<file path="src/rtl/scc_encoder.sv">
module scc_encoder #(
  parameter int K = 8,
  parameter int A = 5,
  parameter int B = 3
) (
  input  logic clk,
  input  logic rst_n,
  input  logic in_valid,
  input  logic in_bit,
  output logic in_ready,
  output logic out_valid,
  output logic out_bit,
  output logic out_last,
  input  logic out_ready
);
  localparam int N      = 2 * K;
  localparam int AW     = $clog2(N);
  localparam int STEP_I = A % N;
  localparam int OFS_I  = B % N;

  logic [N-1:0]  buf_q;
  logic          draining;
  logic [AW-1:0] cnt;
  logic [AW-1:0] addr;
  logic          prev;
  logic          acc;
  logic [AW:0]   addr_sum;
  logic [AW-1:0] addr_nxt;
  logic          in_fire, out_fire, coded;

  assign in_ready  = !draining;
  assign out_valid = draining;
  assign in_fire   = in_valid && in_ready;
  assign out_fire  = out_valid && out_ready;
  assign coded     = in_bit ^ prev;
  assign out_bit   = buf_q[addr] ^ acc;
  assign out_last  = draining && (cnt == AW'(N - 1));

  assign addr_sum = {1'b0, addr} + STEP_I[AW:0];
  assign addr_nxt = (addr_sum >= N[AW:0]) ? AW'(addr_sum - N[AW:0]) : addr_sum[AW-1:0];

  always_ff @(posedge clk) begin
    if (!rst_n) begin
      buf_q    <= '0;
      draining <= 1'b0;
      cnt      <= '0;
      addr     <= OFS_I[AW-1:0];
      prev     <= 1'b0;
      acc      <= 1'b0;
    end else if (in_fire) begin
      buf_q[{cnt[AW-2:0], 1'b0}] <= coded;
      buf_q[{cnt[AW-2:0], 1'b1}] <= coded;
      if (cnt == AW'(K - 1)) begin
        draining <= 1'b1;
        cnt      <= '0;
        prev     <= 1'b0;
        addr     <= OFS_I[AW-1:0];
        acc      <= 1'b0;
      end else begin
        cnt  <= cnt + 1'b1;
        prev <= in_bit;
      end
    end else if (out_fire) begin
      if (out_last) begin
        draining <= 1'b0;
        cnt      <= '0;
        acc      <= 1'b0;
        addr     <= OFS_I[AW-1:0];
      end else begin
        cnt  <= cnt + 1'b1;
        acc  <= out_bit;
        addr <= addr_nxt;
      end
    end
  end


  full_before_read_chk: assert property (@(posedge clk) disable iff (!rst_n)
    (in_fire && cnt == AW'(K - 1)) |=> (out_valid && !in_ready));


  stall_hold_chk: assert property (@(posedge clk) disable iff (!rst_n)
    (out_valid && !out_ready) |=> (out_valid && $stable(out_bit) && $stable(cnt)));


  last_release_chk: assert property (@(posedge clk) disable iff (!rst_n)
    (out_fire && out_last) |=> (in_ready && !out_valid));


  state_clear_chk: assert property (@(posedge clk) disable iff (!rst_n)
    (out_fire && out_last) |=> (!acc && !prev));


  no_write_in_drain_chk: assert property (@(posedge clk) disable iff (!rst_n)
    out_valid |=> (out_valid || in_ready) && $stable(buf_q));
endmodule

</file>
<file path="config.mk">
export PLATFORM = sky130hd
export DESIGN_NAME = scc_encoder
export DESIGN_NICKNAME = d
export VERILOG_FILES = /design/src/rtl/scc_encoder.sv
export SDC_FILE = /design/constraint.sdc
export NUM_CORES = 1
export LEC_CHECK = 0
export ABC_AREA = 1
export BUFFER_PORTS_ARGS = -buffer_cell sky130_fd_sc_hd__buf_2
export CORE_MARGIN = 2
export CORE_UTILIZATION = 63
export CTS_CLUSTER_DIAMETER = 200
export DETAILED_ROUTE_END_ITERATION = 10
export PLACE_DENSITY = 0.79
export SLEW_MARGIN = 20
export SYNTH_ARGS = -nofsm -noshare
export SYNTH_HDL_FRONTEND = slang
export SYNTH_SLANG_ARGS = --single-unit
</file>
<file path="constraint.sdc">
create_clock -name clk -period 2.6 [get_ports clk]
set_input_delay 0.26 -clock clk [delete_from_list [all_inputs] [get_ports clk]]
set_output_delay 0.26 -clock clk [all_outputs]
set_load 0.03 [all_outputs]
</file>
==> Word-level counts from Yosys, hierarchy flattened <==
Index checks and enable logic that the tools add are counted.
{ "classes": {"add_sub_neg": 3, "magnitude_cmp": 6, "n_eq_ne": 3, "muxes": 26, "n_bitwise": 2, "n_reduce_logical": 10} }
{ "ops": {"columns": ["op", "n"], "rows": [
  ["$mux 4", 9],
  ["$bwmux 16", 2],
  ["$lt 4x5->1 const B", 3],
  ["$mux 1", 12],
  ["$ge 4x1->1 const B", 2],
  ["$demux 1 s3", 2],
  ["$add 4x3->5 const B", 1],
  ["$ge 5x5->1 const B", 1],
  ["$logic_and 1x1->1", 5],
  ["$add 4x1->4 const B", 1],
  ["$bmux 1 s4", 1],
  ["$eq 4x3->1 const B", 1],
  ["$eq 4x4->1 const B", 1],
  ["$reduce_bool 2->1", 2],
  ["$sub 4x1->4 const B", 1],
  ["$reduce_and 3->1", 1],
  ["$ne 2x1->1 const B", 1],
  ["$reduce_and 2->1", 1],
  ["$xor 1x1->1", 2],
  ["$logic_not 1->1", 1]
]} }
{ "totals": {"reg_bits": 27, "inputBits": 5, "word_cells": 56} }

==> Longest topological paths before layout <==
{ "logic_depth": {"depth_word": 6, "depth_mapped": 10, "mapped_depth_nobuf": 10} }

==> Worst setup path before layout <==
No wires, ideal clock.
{ "synth_timing": {"kind": "flip-flop to flip-flop", "from": "reg draining (netlist: out_valid)", "to": "reg addr[1]", "arrival_time_ns": 1.300, "path_slack_ns": 1.169, "stages_incl_launch_ff": 8, "path_buffers": 0, "period_less_slack_ns": 1.431, "path_cell_list": "dfxtp_1 > inv_2 > nand2_4 > inv_2 > nor2_4 > a21oi_2 > nor2_2 > o211ai_1"} }
{ "synth_via": {"elab_chain_cells": 4, "elab_cells_between_ends": 10} }
{ "synth_lines": {"columns": ["item", "line_no", "source"], "rows": [
  ["start: declaration", "22", "logic draining;"],
  ["start signal: assignment", "45", "draining <= 1'b0;"],
  ["start signal: assignment", "54", "draining <= 1'b1;"],
  ["start signal: assignment", "65", "draining <= 1'b0;"],
  ["$logic_not 1->1 (*)", "31", "assign in_ready = !draining;"],
  ["net in_ready", "10", "output logic in_ready,"],
  ["$logic_and 1x1->1 (*)", "33", "assign in_fire = in_valid && in_ready;"],
  ["$ne 2x1->1 (no source line) or $reduce_bool 2->1 (tied branches)", null, null],
  ["$reduce_and 2->1 (no source line)", null, null],
  ["end signal: assignment", "47", "addr <= OFS_I[AW-1:0];"],
  ["end signal: assignment", "57", "addr <= OFS_I[AW-1:0];"],
  ["end signal: assignment", "68", "addr <= OFS_I[AW-1:0];"],
  ["end: declaration", "24", "logic [AW-1:0] addr;"]
]} }
The timed path passes the listed nets; every way through them passes the cells marked *. The select of a mux whose other input is x is not followed.
A chain may end at the register's enable or synchronous reset.

==> Worst setup path in the final report <==
{ "layout_timing": {"from": "reg addr[0]", "to": "out out_bit"} }
{ "layout_via": {"elab_chain_cells": 3} }
{ "layout_lines": {"columns": ["item", "line_no", "source"], "rows": [
  ["$bmux 1 s4", "36", "assign out_bit = buf_q[addr] ^ acc;"],
  ["$mux 1 (not written as such)", "36", null],
  ["$xor 1x1->1", "36", null],
  ["end: declaration", "12", "output logic out_bit,"]
]} }
No other way between the ends. The select of a mux whose other input is x is not followed.

==> flow_summary.ini <==
[floorplanning]
rows = 17
dieArea_sq_mm = 0.00261
ios = 9
die_w_um = 51.1
core_sq_mm = 0.00215
die_y_um = 51.1
start_util_pct = 64.9

[worst_setup_path]
rr_startpoint = addr[0]
required_ns = 2.34
worst_ep_arrival_time_ns = 1.98
critPathSlowestCell = dfxtp_1
critPathLaunch = addr[0]
cp_cell_sequence = inv_1, nand2_1, nand2_1, nand2_1, nand3_1, nand3_1, nand3_1, and2_1, buf_2
r2r_setup_slack_ns = 0.99
end_kind = output pin
cp_slowest_stage_delay_ns = 0.60
worstPathMaxFanout = 13
cp-start-kind = flop
r2r-end = acc
crit_type = flop to output pin
rr_worst_depth = 10

[clocking]
insertion_delay_ns = 0.32
postCtsSetupRepairBufs = 0
root_buffer = clkbuf_4
cts_tree = built
clk_pin_slew_worst_paths_ns = 0.15
cts_max_level = 1
hold_buffers = 0
cts_resized = 0
cts.sinks = 27
cts_made_buffers = 3
clockBufferDepth = 2

[detailed_routing]
routedWlPerCell_um = 10.8
drcViolationCount = 0
vias_per_cell = 5.03
drt_wl_total_um = 2720
firstDrtPassIters = 4
drt_first_iter_violations = 24
routed-via-count = 1262
ant_nets = 0

[synth]
synth-seq-area-share_pct = 38.7
avgSynthCellArea_sq_um = 6.52
syn_nets = 221
ys_seq_elements = 27
synth.area.top_cells = dfxtp_1 (39%), nand2_1 (16%), inv_1 (9.7%), a21oi_1 (7.5%), nor2_1 (5.7%)
synth_largest_area_cell = dfxtp_1
synthDominantCellAreaShare_pct = 38.7
syn_inst = 214
netlist_area_sq_mm = 0.00140
synth.distinct_cells = 23
yosys_warnings = 0

[pwr]
swShare_pct = 25.7
p_int_uw = 502
p_leak_uw = 0.000633
power_switching_uw = 174
p_clk_share_pct = 27.2
ir_drop_uv = 367
seq_power_share_pct = 63.8
p_comb_share_pct = 9.0
p_per_area_mw_per_mm2 = 455

[timing]
slew_headroom_pct = 55.6
worstMarginPinSlew_ns = 0.665
rsz0062_at_grt = no
setup_tns_ns = 0
period_minus_slack_ns = 2.24
period_share_pct = 86.3
finalHoldViolCount = 0
finClkSkew_ns = 0.00153
finalSetupViolCount = 0
fmax_mhz = 446
slew_viol_final = 0

[placed_design]
io_buffers = 8
gp_congestion = 0.880
placed_area_sq_mm = 0.00146
dpl.hpwl_um = 2090

[cells_and_area]
drive_gt1_share_pct = 13.9
finish.instance_area_sq_mm = 0.00149
regArea_sq_um = 541
fillCellCount = 208
final_util_pct = 69.1
areaGrowthSynthToFinish_pct = 6.46
n_antenna_cell = 0
final_nets = 231
multiInputGateArea_sq_um = 674

[worst_hold_path]
hp-class = input port to flop
hold_end = cnt[1]
hold_start = rst_n
holdPathStages = 3

[grt]
grt_pass1_wl_um = 4640
grt_pass1_vias = 1141
antenna_found_initial = 0
grt.overflow.total = 0
grt_use_total_pct = 23.7
grt_start_max_net_pins = 22

[status]
status = finished clean

[flow_run]
cap_violations = 0
==> cells in the mapped netlist (all sizes together) <==
cell type / n
nor2: 25
clkbuf: 2
o21ai: 3
xor2: 3
nand3: 17
or2: 1
o211ai: 1
ha: 2
and2: 1
inv: 44
buf: 1
nand2: 62
nor3: 1
dfxtp: 27
a21oi: 24
==> cell usage in the layout (no fill, tap or decap), types with 2 or more instances in the layout <==
cell and instances:
a21oi_1 21, a21oi_2 3, buf_2 8, clkbuf_4 3, dfxtp_1 27, ha_1 2
inv_1 36, inv_2 8, nand2_1 61, nand3_1 15, nand3_2 2, nor2_1 21
nor2_2 3, o21ai_1 2, xor2_1 2
==> registers in the layout, indices dropped and copies added (netlist names) <==
signal and count:
buf_q 16, prev 1, out_valid 1, addr 4
cnt 4, acc 1
==> how the worst max path moves through the flow <==
stage / end / slack [ns]
after floorplan: addr[1] / 1.17
after global placement: out_bit / 0.88
after detailed placement: out_bit / 0.79
after CTS: out_bit / 0.40
after global routing: out_bit / 0.25
final: out_bit / 0.36
==> kinds of logic (layout without fill, tap and decap cells) <==
logic type,Yosys count,count (layout),share of synthesized area (%)
AOI/OAI and AO/OA,28,28,11.0
xor gates and xnor gates,3,3,2.42
adders and majority gates,2,2,1.79
buffers and inverters,47,56,12.9
DFF,27,27,38.7
and+or+nand+nor,107,107,33.1
==> through the flow <==
| stage | worst slack (ns) | hold slack (ns) | instances | total power, uW |
|---|---|---|---|---|
| after global placement | 0.884 | 0.447 | 247 | 498 |
| final | 0.356 | 0.178 | 251 | 676 |
| after CTS | 0.401 | 0.175 | 251 | 680 |
| after global routing | 0.249 | 0.166 | 251 | 709 |
| after floorplan | 1.17 | 0.398 | 214 | 484 |
| after detailed placement | 0.788 | 0.452 | 247 | 500 |
==> worst max-delay path: cells and delay by family, from the launching register on <==
kind          cells  cell delay [ns]
buf+inv           2             0.39
simple gates      7             0.67
flops             1             0.60
==> per-layer routing <==
layer / vias up / wire [um] / GRT usage (%)
li1: 670 / - / -
met1: 561 / 1230 / 28.3
met3: 8 / 64 / 2.92
met4: 0 / 75 / 12.2
met5: - / 0 / 0
met2: 23 / 1350 / 41.6
==> cell type report <==
cell class,count,area share [%]
well taps,28,2.36
repair buffers,8,2.70
flip-flops and latches,27,36.4
multi-input cells,140,45.4
clock inverters,1,0.505
inverters,44,11.1
clock buffers,3,1.52
==> power groups by stage <==
stage	Combinational (uW)	Sequential, uW	Clock, uW
floorplan	45.8	438	0
finish	60.6	431	184
global route	70.7	432	206
global placement	58.2	440	0
detailed placement	60.0	440	0
CTS	60.7	431	188
(Power assumes the default switching activity.)
